<file path="src/rtl/hsort_pkg.sv">
package hsort_pkg;

    typedef enum logic {
        PH_COLLECT = 1'b0,
        PH_EMIT    = 1'b1
    } phase_t;

    function automatic int cnt_width(input int max_len);
        return $clog2(max_len + 1);
    endfunction

    function automatic int sum_width(input int val_w, input int max_len);
        return val_w + $clog2(max_len + 1);
    endfunction

endpackage

</file>
<file path="src/rtl/hsort_hist.sv">
module hsort_hist #(
    parameter int VAL_W = 4,
    parameter int CNT_W = 8
) (
    input  logic             clk,
    input  logic             rst,
    input  logic             inc_en,
    input  logic [VAL_W-1:0] inc_val,
    output logic [CNT_W-1:0] inc_cnt,
    input  logic             clr_en,
    input  logic [VAL_W-1:0] clr_val,
    input  logic             excl_en,
    input  logic [VAL_W-1:0] excl_val,
    output logic             nz_found,
    output logic [VAL_W-1:0] nz_val,
    output logic [CNT_W-1:0] nz_cnt
);
    localparam int BINS = 1 << VAL_W;

    logic [CNT_W-1:0] bin_q [BINS];

    generate
        for (genvar b = 0; b < BINS; b++) begin : g_bin
            always_ff @(posedge clk) begin
                if (rst)
                    bin_q[b] <= '0;
                else if (clr_en && clr_val == VAL_W'(b))
                    bin_q[b] <= '0;
                else if (inc_en && inc_val == VAL_W'(b))
                    bin_q[b] <= bin_q[b] + CNT_W'(1);
            end
        end
    endgenerate

    assign inc_cnt = bin_q[inc_val];

    // lowest occupied bin, optionally skipping one bin
    always_comb begin
        nz_found = 1'b0;
        nz_val   = '0;
        for (int i = BINS - 1; i >= 0; i--) begin
            if (bin_q[i] != '0 && !(excl_en && excl_val == VAL_W'(i))) begin
                nz_found = 1'b1;
                nz_val   = VAL_W'(i);
            end
        end
    end

    assign nz_cnt = bin_q[nz_val];

    assert_bin_no_wrap_R12: assert property (@(posedge clk) disable iff (rst)
        inc_en |-> inc_cnt != '1);

    assert_clear_live_bin_R10: assert property (@(posedge clk) disable iff (rst)
        clr_en |-> bin_q[clr_val] != '0);

endmodule

</file>
<file path="src/rtl/hsort_stats.sv">
module hsort_stats #(
    parameter int VAL_W   = 4,
    parameter int MAX_LEN = 255,
    parameter int CNT_W   = hsort_pkg::cnt_width(MAX_LEN),
    parameter int SUM_W   = hsort_pkg::sum_width(VAL_W, MAX_LEN)
) (
    input  logic             clk,
    input  logic             rst,
    input  logic             take,
    input  logic             finish,
    input  logic [VAL_W-1:0] data,
    input  logic [CNT_W-1:0] bin_cnt,
    output logic [CNT_W-1:0] n_next,
    output logic [VAL_W-1:0] res_min,
    output logic [VAL_W-1:0] res_max,
    output logic [VAL_W-1:0] res_avg,
    output logic [VAL_W-1:0] res_mode,
    output logic [CNT_W-1:0] res_mode_cnt
);
    logic [CNT_W-1:0] acc_n, nx_n;
    logic [SUM_W-1:0] acc_sum, nx_sum, quot;
    logic [VAL_W-1:0] acc_min, acc_max, acc_mode;
    logic [VAL_W-1:0] nx_min, nx_max, nx_mode;
    logic [CNT_W-1:0] acc_mcnt, nx_mcnt, new_cnt;
    logic             first;

    always_comb begin
        first   = (acc_n == '0);
        nx_n    = acc_n + CNT_W'(1);
        nx_sum  = acc_sum + SUM_W'(data);
        nx_min  = (first || data < acc_min) ? data : acc_min;
        nx_max  = (first || data > acc_max) ? data : acc_max;
        new_cnt = bin_cnt + CNT_W'(1);
        if (new_cnt > acc_mcnt) begin
            nx_mode = data;
            nx_mcnt = new_cnt;
        end else begin
            nx_mode = acc_mode;
            nx_mcnt = acc_mcnt;
        end
        quot = nx_sum / SUM_W'(nx_n);
    end

    assign n_next = nx_n;

    always_ff @(posedge clk) begin
        if (rst) begin
            acc_n        <= '0;
            acc_sum      <= '0;
            acc_min      <= '0;
            acc_max      <= '0;
            acc_mode     <= '0;
            acc_mcnt     <= '0;
            res_min      <= '0;
            res_max      <= '0;
            res_avg      <= '0;
            res_mode     <= '0;
            res_mode_cnt <= '0;
        end else if (take) begin
            if (finish) begin
                res_min      <= nx_min;
                res_max      <= nx_max;
                res_avg      <= VAL_W'(quot);
                res_mode     <= nx_mode;
                res_mode_cnt <= nx_mcnt;
                acc_n        <= '0;
                acc_sum      <= '0;
                acc_min      <= '0;
                acc_max      <= '0;
                acc_mode     <= '0;
                acc_mcnt     <= '0;
            end else begin
                acc_n    <= nx_n;
                acc_sum  <= nx_sum;
                acc_min  <= nx_min;
                acc_max  <= nx_max;
                acc_mode <= nx_mode;
                acc_mcnt <= nx_mcnt;
            end
        end
    end

    assert_burst_len_R12: assert property (@(posedge clk) disable iff (rst)
        take |-> acc_n < CNT_W'(MAX_LEN));

    assert_running_order_R5: assert property (@(posedge clk) disable iff (rst)
        acc_n != '0 |-> acc_min <= acc_max);

    assert_mode_not_above_n_R8: assert property (@(posedge clk) disable iff (rst)
        acc_mcnt <= acc_n);

endmodule

</file>
<file path="src/rtl/hsort_stream.sv">
module hsort_stream #(
    parameter int VAL_W = 4,
    parameter int CNT_W = 8
) (
    input  logic             clk,
    input  logic             rst,
    input  logic             in_valid,
    input  logic             in_last,
    input  logic [VAL_W-1:0] in_data,
    input  logic [CNT_W-1:0] n_total,
    input  logic             nz_found,
    input  logic [VAL_W-1:0] nz_val,
    input  logic [CNT_W-1:0] nz_cnt,
    output logic             take,
    output logic             finish,
    output logic             excl_en,
    output logic [VAL_W-1:0] excl_val,
    output logic             clr_en,
    output logic [VAL_W-1:0] clr_val,
    output logic             out_valid,
    output logic             out_last,
    output logic [VAL_W-1:0] out_data,
    output logic             done,
    output logic [VAL_W-1:0] median,
    output logic             overrun
);
    import hsort_pkg::*;

    phase_t           phase_q;
    logic [VAL_W-1:0] cur_q, start_v;
    logic [CNT_W-1:0] rem_q, start_c;
    logic [CNT_W-1:0] idx_q, n_q, half_q, idx_nx;
    logic             emit;

    assign emit     = (phase_q == PH_EMIT);
    assign take     = in_valid && !emit;
    assign finish   = take && in_last;
    assign excl_en  = emit;
    assign excl_val = cur_q;
    assign clr_en   = emit && rem_q == CNT_W'(1);
    assign clr_val  = cur_q;
    assign idx_nx   = idx_q + CNT_W'(1);

    // first sorted value, counting the word taken this cycle
    always_comb begin
        if (!nz_found || in_data < nz_val) begin
            start_v = in_data;
            start_c = CNT_W'(1);
        end else if (in_data == nz_val) begin
            start_v = nz_val;
            start_c = nz_cnt + CNT_W'(1);
        end else begin
            start_v = nz_val;
            start_c = nz_cnt;
        end
    end

    always_ff @(posedge clk) begin
        if (rst) begin
            phase_q <= PH_COLLECT;
            cur_q   <= '0;
            rem_q   <= '0;
            idx_q   <= '0;
            n_q     <= '0;
            half_q  <= '0;
            median  <= '0;
            overrun <= 1'b0;
        end else if (!emit) begin
            if (finish) begin
                phase_q <= PH_EMIT;
                cur_q   <= start_v;
                rem_q   <= start_c;
                idx_q   <= '0;
                n_q     <= n_total;
                half_q  <= n_total >> 1;
                if ((n_total >> 1) == '0)
                    median <= start_v;
            end
        end else begin
            if (in_valid)
                overrun <= 1'b1;
            if (out_last) begin
                phase_q <= PH_COLLECT;
            end else begin
                idx_q <= idx_nx;
                if (rem_q == CNT_W'(1)) begin
                    cur_q <= nz_val;
                    rem_q <= nz_cnt;
                    if (idx_nx == half_q)
                        median <= nz_val;
                end else begin
                    rem_q <= rem_q - CNT_W'(1);
                    if (idx_nx == half_q)
                        median <= cur_q;
                end
            end
        end
    end

    assign out_valid = emit;
    assign out_data  = cur_q;
    assign out_last  = emit && idx_q == n_q - CNT_W'(1);
    assign done      = out_last;

    assert_starts_next_cycle_R2: assert property (@(posedge clk) disable iff (rst)
        (in_valid && in_last && !out_valid) |=> out_valid);

    assert_gap_free_R2: assert property (@(posedge clk) disable iff (rst)
        (out_valid && !out_last) |=> out_valid);

    assert_ascending_R3: assert property (@(posedge clk) disable iff (rst)
        (out_valid && !out_last) |=> out_data >= $past(out_data));

    assert_next_bin_exists_R3: assert property (@(posedge clk) disable iff (rst)
        (clr_en && !out_last) |-> nz_found);

    assert_last_drains_R10: assert property (@(posedge clk) disable iff (rst)
        out_last |-> (rem_q == CNT_W'(1) && !nz_found));

    assert_stream_ends_R4: assert property (@(posedge clk) disable iff (rst)
        done |=> !out_valid);

    assert_overrun_sticky_R9: assert property (@(posedge clk) disable iff (rst)
        overrun |=> overrun);

endmodule

</file>
<file path="src/rtl/hist_sort.sv">
module hist_sort #(
    parameter int VAL_W   = 4,
    parameter int MAX_LEN = 255,
    parameter int CNT_W   = hsort_pkg::cnt_width(MAX_LEN)
) (
    input  logic             clk,
    input  logic             rst,
    input  logic             in_valid,
    input  logic             in_last,
    input  logic [VAL_W-1:0] in_data,
    output logic             out_valid,
    output logic             out_last,
    output logic [VAL_W-1:0] out_data,
    output logic             done,
    output logic [VAL_W-1:0] stat_min,
    output logic [VAL_W-1:0] stat_max,
    output logic [VAL_W-1:0] stat_median,
    output logic [VAL_W-1:0] stat_avg,
    output logic [VAL_W-1:0] stat_mode,
    output logic [CNT_W-1:0] stat_mode_cnt,
    output logic             overrun
);
    logic             take, finish;
    logic             excl_en, clr_en, nz_found;
    logic [VAL_W-1:0] excl_val, clr_val, nz_val;
    logic [CNT_W-1:0] nz_cnt, inc_cnt, n_next;

    hsort_hist #(.VAL_W(VAL_W), .CNT_W(CNT_W)) u_hist (
        .clk      (clk),
        .rst      (rst),
        .inc_en   (take),
        .inc_val  (in_data),
        .inc_cnt  (inc_cnt),
        .clr_en   (clr_en),
        .clr_val  (clr_val),
        .excl_en  (excl_en),
        .excl_val (excl_val),
        .nz_found (nz_found),
        .nz_val   (nz_val),
        .nz_cnt   (nz_cnt)
    );

    hsort_stats #(.VAL_W(VAL_W), .MAX_LEN(MAX_LEN), .CNT_W(CNT_W)) u_stats (
        .clk          (clk),
        .rst          (rst),
        .take         (take),
        .finish       (finish),
        .data         (in_data),
        .bin_cnt      (inc_cnt),
        .n_next       (n_next),
        .res_min      (stat_min),
        .res_max      (stat_max),
        .res_avg      (stat_avg),
        .res_mode     (stat_mode),
        .res_mode_cnt (stat_mode_cnt)
    );

    hsort_stream #(.VAL_W(VAL_W), .CNT_W(CNT_W)) u_stream (
        .clk       (clk),
        .rst       (rst),
        .in_valid  (in_valid),
        .in_last   (in_last),
        .in_data   (in_data),
        .n_total   (n_next),
        .nz_found  (nz_found),
        .nz_val    (nz_val),
        .nz_cnt    (nz_cnt),
        .take      (take),
        .finish    (finish),
        .excl_en   (excl_en),
        .excl_val  (excl_val),
        .clr_en    (clr_en),
        .clr_val   (clr_val),
        .out_valid (out_valid),
        .out_last  (out_last),
        .out_data  (out_data),
        .done      (done),
        .median    (stat_median),
        .overrun   (overrun)
    );

    assert_median_bounds_R6: assert property (@(posedge clk) disable iff (rst)
        done |-> (stat_median >= stat_min && stat_median <= stat_max));

    assert_avg_bounds_R7: assert property (@(posedge clk) disable iff (rst)
        done |-> (stat_avg >= stat_min && stat_avg <= stat_max));

    assert_mode_present_R8: assert property (@(posedge clk) disable iff (rst)
        done |-> (stat_mode_cnt != '0 && stat_mode >= stat_min && stat_mode <= stat_max));

    assert_last_value_is_max_R5: assert property (@(posedge clk) disable iff (rst)
        done |-> out_data == stat_max);

endmodule

</file>
<file path="config.mk">
export PLATFORM = sky130hd
export DESIGN_NAME = hist_sort
export DESIGN_NICKNAME = d
export VERILOG_FILES = /design/src/rtl/hsort_pkg.sv /design/src/rtl/hsort_hist.sv /design/src/rtl/hsort_stats.sv /design/src/rtl/hsort_stream.sv /design/src/rtl/hist_sort.sv
export SDC_FILE = /design/constraint.sdc
export NUM_CORES = 1
export LEC_CHECK = 0
export BUFFER_PORTS_ARGS = -buffer_cell sky130_fd_sc_hd__buf_2
export CAP_MARGIN = 10
export CORE_MARGIN = 5
export CORE_UTILIZATION = 60
export DETAILED_ROUTE_END_ITERATION = 16
export PLACE_DENSITY = 0.84
export SYNTH_ARGS = -nofsm -noshare
export SYNTH_HDL_FRONTEND = slang
export SYNTH_SLANG_ARGS = --single-unit
</file>
<file path="constraint.sdc">
create_clock -name clk -period 78.9 [get_ports clk]
set_input_delay 15.78 -clock clk [delete_from_list [all_inputs] [get_ports clk]]
set_output_delay 15.78 -clock clk [all_outputs]
set_load 0.02 [all_outputs]
</file>
[After elaboration in Yosys (flattened, before gate mapping)]
Memory sizes are Yosys's and may differ from the RTL's.
Cells that the tools add are included.
Cells by class
  $add $sub $neg: 23
  divide/modulo/power cells: 1
  magnitude comparators: 4
  eq/ne operators: 37
  multiplexer cells: 212
  bitwise gates (word level): 33
  reductions and logical operators: 117
Operator list (number)
  two-way mux 8 bit: 44
  adder 8 x 1 -> 8 bit (second input constant): 20
  two-way mux 4 bit: 34
  two-way mux 1 bit: 133
  nonzero test 8 bit: 16
  logical AND 1 bit: 68
  == test 4 bit (second input constant): 16
  == test 4 x 3 -> 1 bit (second input constant): 8
  OR 1 bit: 32
  zero test 1 bit: 18
  == test 4 x 2 -> 1 bit (second input constant): 4
  zero test 8 bit: 2
  subtractor 8 x 1 -> 8 bit (second input constant): 2
  adder 12 x 4 -> 12 bit: 1
  divider 12 x 8 -> 12 bit: 1
  two-way mux 12 bit: 1
  == test 4 x 1 -> 1 bit (second input constant): 2
  == test 8 x 1 -> 1 bit (second input constant): 1
  == test 8 x 7 -> 1 bit: 1
  == test 8 bit: 1
  greater-than comparator 8 bit: 1
  zero test 4 bit: 2
  < comparator 4 bit: 2
  AND reduction 2 bit: 4
  other kinds (8): 13
Storage, ports and cells
  flip-flop bits (word level): 105
  bits in writable memories: 128
  input port bits: 8
  output and inout port bits: 36
  logic and storage cells: 447
  memories kept: 1
Memory list
  u_hist.bin_q: words 16, width 8, read ports 18, clocked after Yosys merged registers in 0, wr ports 16, RTL line hsort_hist.sv:20  | logic [CNT_W-1:0] bin_q [BINS];

[Longest topological paths before layout]
  word-level depth: 26
  mapped depth: 106
  mapped depth without buffers: 98

[Modules after synthesis]
From an unflattened synthesis, not the netlist that was laid out.
Second synthesis, totals
  cell total of the unflattened synthesis: 2329
  area, all modules: 20293.2 um^2
Modules (own cells, without submodules)
  hsort_hist: instances 1, cells an instance 1105, area each 10447.5 um^2
  hsort_stats: instances 1, cells an instance 879, area each 7040.5 um^2
  hsort_stream: instances 1, cells an instance 345, area each 2805.2 um^2

[Worst setup path before layout]
Ideal clock, no wire load.
  path type: input -> register
  from: in in_data[1]
  to: reg u_stats.res_avg[0]
  library setup time: 0.124 ns
  arrival: 36.291 ns
  data required time: 78.776 ns
  path slack: 42.486 ns
  cell stages on the path: 101
  path buffers: 9
  path through: clkbuf_1 > buf_1 > clkbuf_1 > inv_1 > fa_1 > nand2b_1 > o2bb2ai_1 > o21a_1 > or2_2 > ha_1 > or4b_1 > and3_1 > nor2b_1 > a32o_1 > or2_2 > ha_1 > o211ai_1 > nand3b_1 > [65 not listed] > nand2b_1 > a21o_1 > a21oi_1 > o21ai_0 > or4_4 > buf_6 > mux2_4 > ha_1 > a21o_1 > a21o_1 > a21o_1 > a21o_1 > a31oi_1 > nand2b_1 > nor4b_1 > mux2i_1 > nand3_1 > a21oi_1
Between the ends
  cells in the longest elaborated chain, start to end: 2
RTL lines
  start: declaration: RTL line hist_sort.sv:10  | input logic [VAL_W-1:0] in_data,
  adder 12 x 4 -> 12 bit: RTL line hsort_stats.sv:30  | nx_sum = acc_sum + SUM_W'(data);
  divider 12 x 8 -> 12 bit: RTL line hsort_stats.sv:41  | quot = nx_sum / SUM_W'(nx_n);
  end signal: assignment: RTL line hsort_stats.sv:63  | res_avg <= VAL_W'(quot);
  end: declaration: RTL line hsort_stats.sv:16  | output logic [VAL_W-1:0] res_avg,
No other way between the ends.
A chain may end at the register's enable or synchronous reset.

[Worst setup path in the final report]
  from: in in_data[0]
  to: reg u_stats.res_avg[0]
Same word-level chain as after synthesis.

==> results_dict.tcl <==
set metrics [dict create \
    core_area_um2 30600 \
    drv_slew 0 \
    diodes 0 \
    synth_top_family_by_area "simple AND/OR/NAND/NOR gates" \
    critPathSlowestCell "a21oi_1" \
    yosysMostFrequentCell "nor2_1" \
    numCtsBuffers 25 \
    grt_pass1_vias 16000 \
    setup_viol 0 \
    hold_violations 0 \
    dr.pass1.iters 9 \
    avgRoutedWirePerCell_um 21.6 \
    clock.fmax_mhz 26.3 \
    synthTopCellsByCount "307 x nor2_1, 132 x ha_1, 128 x edfxtp_1" \
    syn_to_final_growth_pct 6.94 \
    yosysUniqueCellTypes 96 \
    io_buffers 43 \
    crit_fanout 46 \
    fin_crit_sh_pct 48.2 \
    antenna_left 0 \
    ys_seq_area_share_pct 31.2 \
    rsz0062_at_grt "false" \
    synth_cells 2065 \
    fin_setup_tns_ns 0 \
    fin_crit_ns 38.04 \
    synthFlopType "edfxtp_1" \
    hold_buffers 0 \
    max_cap_violations 0 \
    synth-edff-count 128 \
    synthSimpleGateAreaFrac_pct 20.3 \
    fin_nets 2199 \
    drive_above_1_share_pct 11.1 \
    ys_ff_latch 226 \
    clock_sinks 226 \
    cts_tree "done" \
    cpMostUsedCell "ha_1" \
    grt_overflow 0 \
    gp_congestion 1.04 \
    cts-resized-gates 0 \
    row_count 64 \
    critPathKind "in2reg" \
    worst_slack_ns 40.86 \
    drt-initial-drc-count 1952 \
    dieArea_um2 34700 \
    grt_pass1_wl_mm 85.0 \
    cp.arrival_ns 38.45 \
    ios 44 \
    vias 16800 \
    die_w_um 186 \
    yosysWarnings 0 \
    synth-compound-area-share_pct 16.3 \
    syn_nets 2206 \
    pre_cts_ws_ns 40.75 \
    fin_worst_skew_ns 0.0273 \
    clkSlewWorstSetupHoldPaths_ns 0.06 \
    synth_adder_area_share_pct 8.98 \
    worstSetupStartpointType "input pin" \
    final_util_pct 65.1 \
    syn_area_um2 18600 \
    yosys-mux-area-fraction_pct 11.4 \
    dp_hpwl_mm 39.2 \
    status "finished, final reports clean" \
    yosys-top-cells-area "edfxtp_1 21%, dfxtp_1 11%, ha_1 8.9%" \
    htree_num_levels 1 \
    crit_required_ns 79.30 \
    end_kind "register" \
    die_h_um 186 \
    synth_xor_area_share_pct 7.94 \
    cts.root.buffer_cell "clkbuf_16" \
    async_reset_ff_share_pct 0 \
    start_util_pct 60.9 \
    synth_top_area_cell "edfxtp_1" \
    slowest_delay_ns 0.64 \
    via_per_inst 6.78 \
    grt_start_max_net_pins 74 \
    clkLatencyLatePin_ns 0.54 \
    post_cts_buffers 0 \
    critPathTopFamily "compound AO/OA/AOI/OAI gates" \
    hold_class "reg2reg" \
    syn_area_per_cell_um2 9.02 \
    worst_pin_slew_ns 1.21 \
    drc_errors 0 \
    n_fill_cell 2445 \
    wl_mm 53.4 \
    grtUsageTotal_pct 30.0 \
    cts_buffer_depth 3 \
    cp_num_buf_inv 3 \
    synth_top_area_share_pct 20.6 \
    antenna_found_initial 0 \
    slew_headroom_pct 18.7 \
]
## area by class of cell
type | count | area [um^2] | area share [%]
multi-input cells | 1661 | 12100 | 60.9
flip-flops and latches | 226 | 5810 | 29.2
clock buffers | 33 | 712 | 3.58
well taps | 396 | 495 | 2.49
repair buffers | 62 | 360 | 1.81
inverters | 82 | 308 | 1.55
clock inverters | 12 | 106 | 0.534
## routing by layer
metal / share of wire (%) / wire, um / track usage, % / up-vias
li1: - / - / - / 7656
met1: 39 / 20700 / 38.6 / 7977
met2: 46 / 24800 / 49.6 / 938
met3: 9.7 / 5160 / 5.74 / 196
met4: 5.1 / 2740 / 13.3 / 0
met5: 0 / 0 / 0 / -
## cell families (layout without fill, tap and decap cells)
kind of cell	count (synthesis)	after routing
adder cells (fa/ha/maj)	133	133
AO/OA/AOI/OAI	435	435
buffers and inverters	178	189
multiplexers	138	138
AND/OR/NAND/NOR	787	787
XOR/XNOR	168	168
flip-flops	226	226
## per-stage QoR
stage | instances | instance area, um^2 | hold slack (ns)
after floorplan | 2065 | 18600 | 0.454
after global placement | 2427 | 19100 | 0.446
after detailed placement | 2427 | 19100 | 0.447
after CTS | 2472 | 19900 | 0.455
after global routing | 2472 | 19900 | 0.476
final | 2472 | 19900 | 0.455
## flip-flops by register name, indices dropped and copies added (netlist names), 4 cells and up
register / count
u_stats.acc_mode: 4
u_stream.rem_q: 8
u_stats.res_max: 4
u_hist.bin_q: 128
u_stats.res_avg: 4
u_stats.acc_n: 8
u_stats.res_min: 4
u_stats.acc_sum: 12
u_stats.res_mode_cnt: 8
u_stream.median: 4
u_stats.acc_max: 4
u_stats.acc_min: 4
u_stream.idx_q: 8
u_stats.res_mode: 4
u_stream.n_q: 8
u_stream.clr_val: 4
u_stats.acc_mcnt: 8
## cells in the final DEF (no fill, tap or decap), types with 63 or more instances in the layout
cell type,instances
o21ai_0,67
and3_1,63
inv_1,81
a21oi_1,107
ha_1,132
dfxtp_1,98
edfxtp_1,128
nor2_1,307
nand3_1,117
nand2_1,107
xor2_1,106
## path summary, 6_finish.rpt
path	start	end	slack, ns	cells past startpoint
min	u_stats.res_mode_cnt[6]$_SDFFE_PP0P_	u_stats.res_mode_cnt[6]$_SDFFE_PP0P_	0.46	2
max reg2reg	u_stats.acc_n[0]$_SDFFE_PP0P_	u_stats.res_avg[0]$_SDFFE_PP0P_	55.90	93
max	in_data[0]	u_stats.res_avg[0]$_SDFFE_PP0P_	40.86	95
min reg2reg	u_stats.res_mode_cnt[6]$_SDFFE_PP0P_	u_stats.res_mode_cnt[6]$_SDFFE_PP0P_	0.46	2
## tightest hold or removal path, stage by stage (launching register included)
cell and delay, ns:
dfxtp_1 0.31, nand2_1 0.05, a21oi_1 0.05
Power is left out: the tool's default activity adds up to more than one toggle a clock period on the data nets, which glitch-free logic cannot reach.
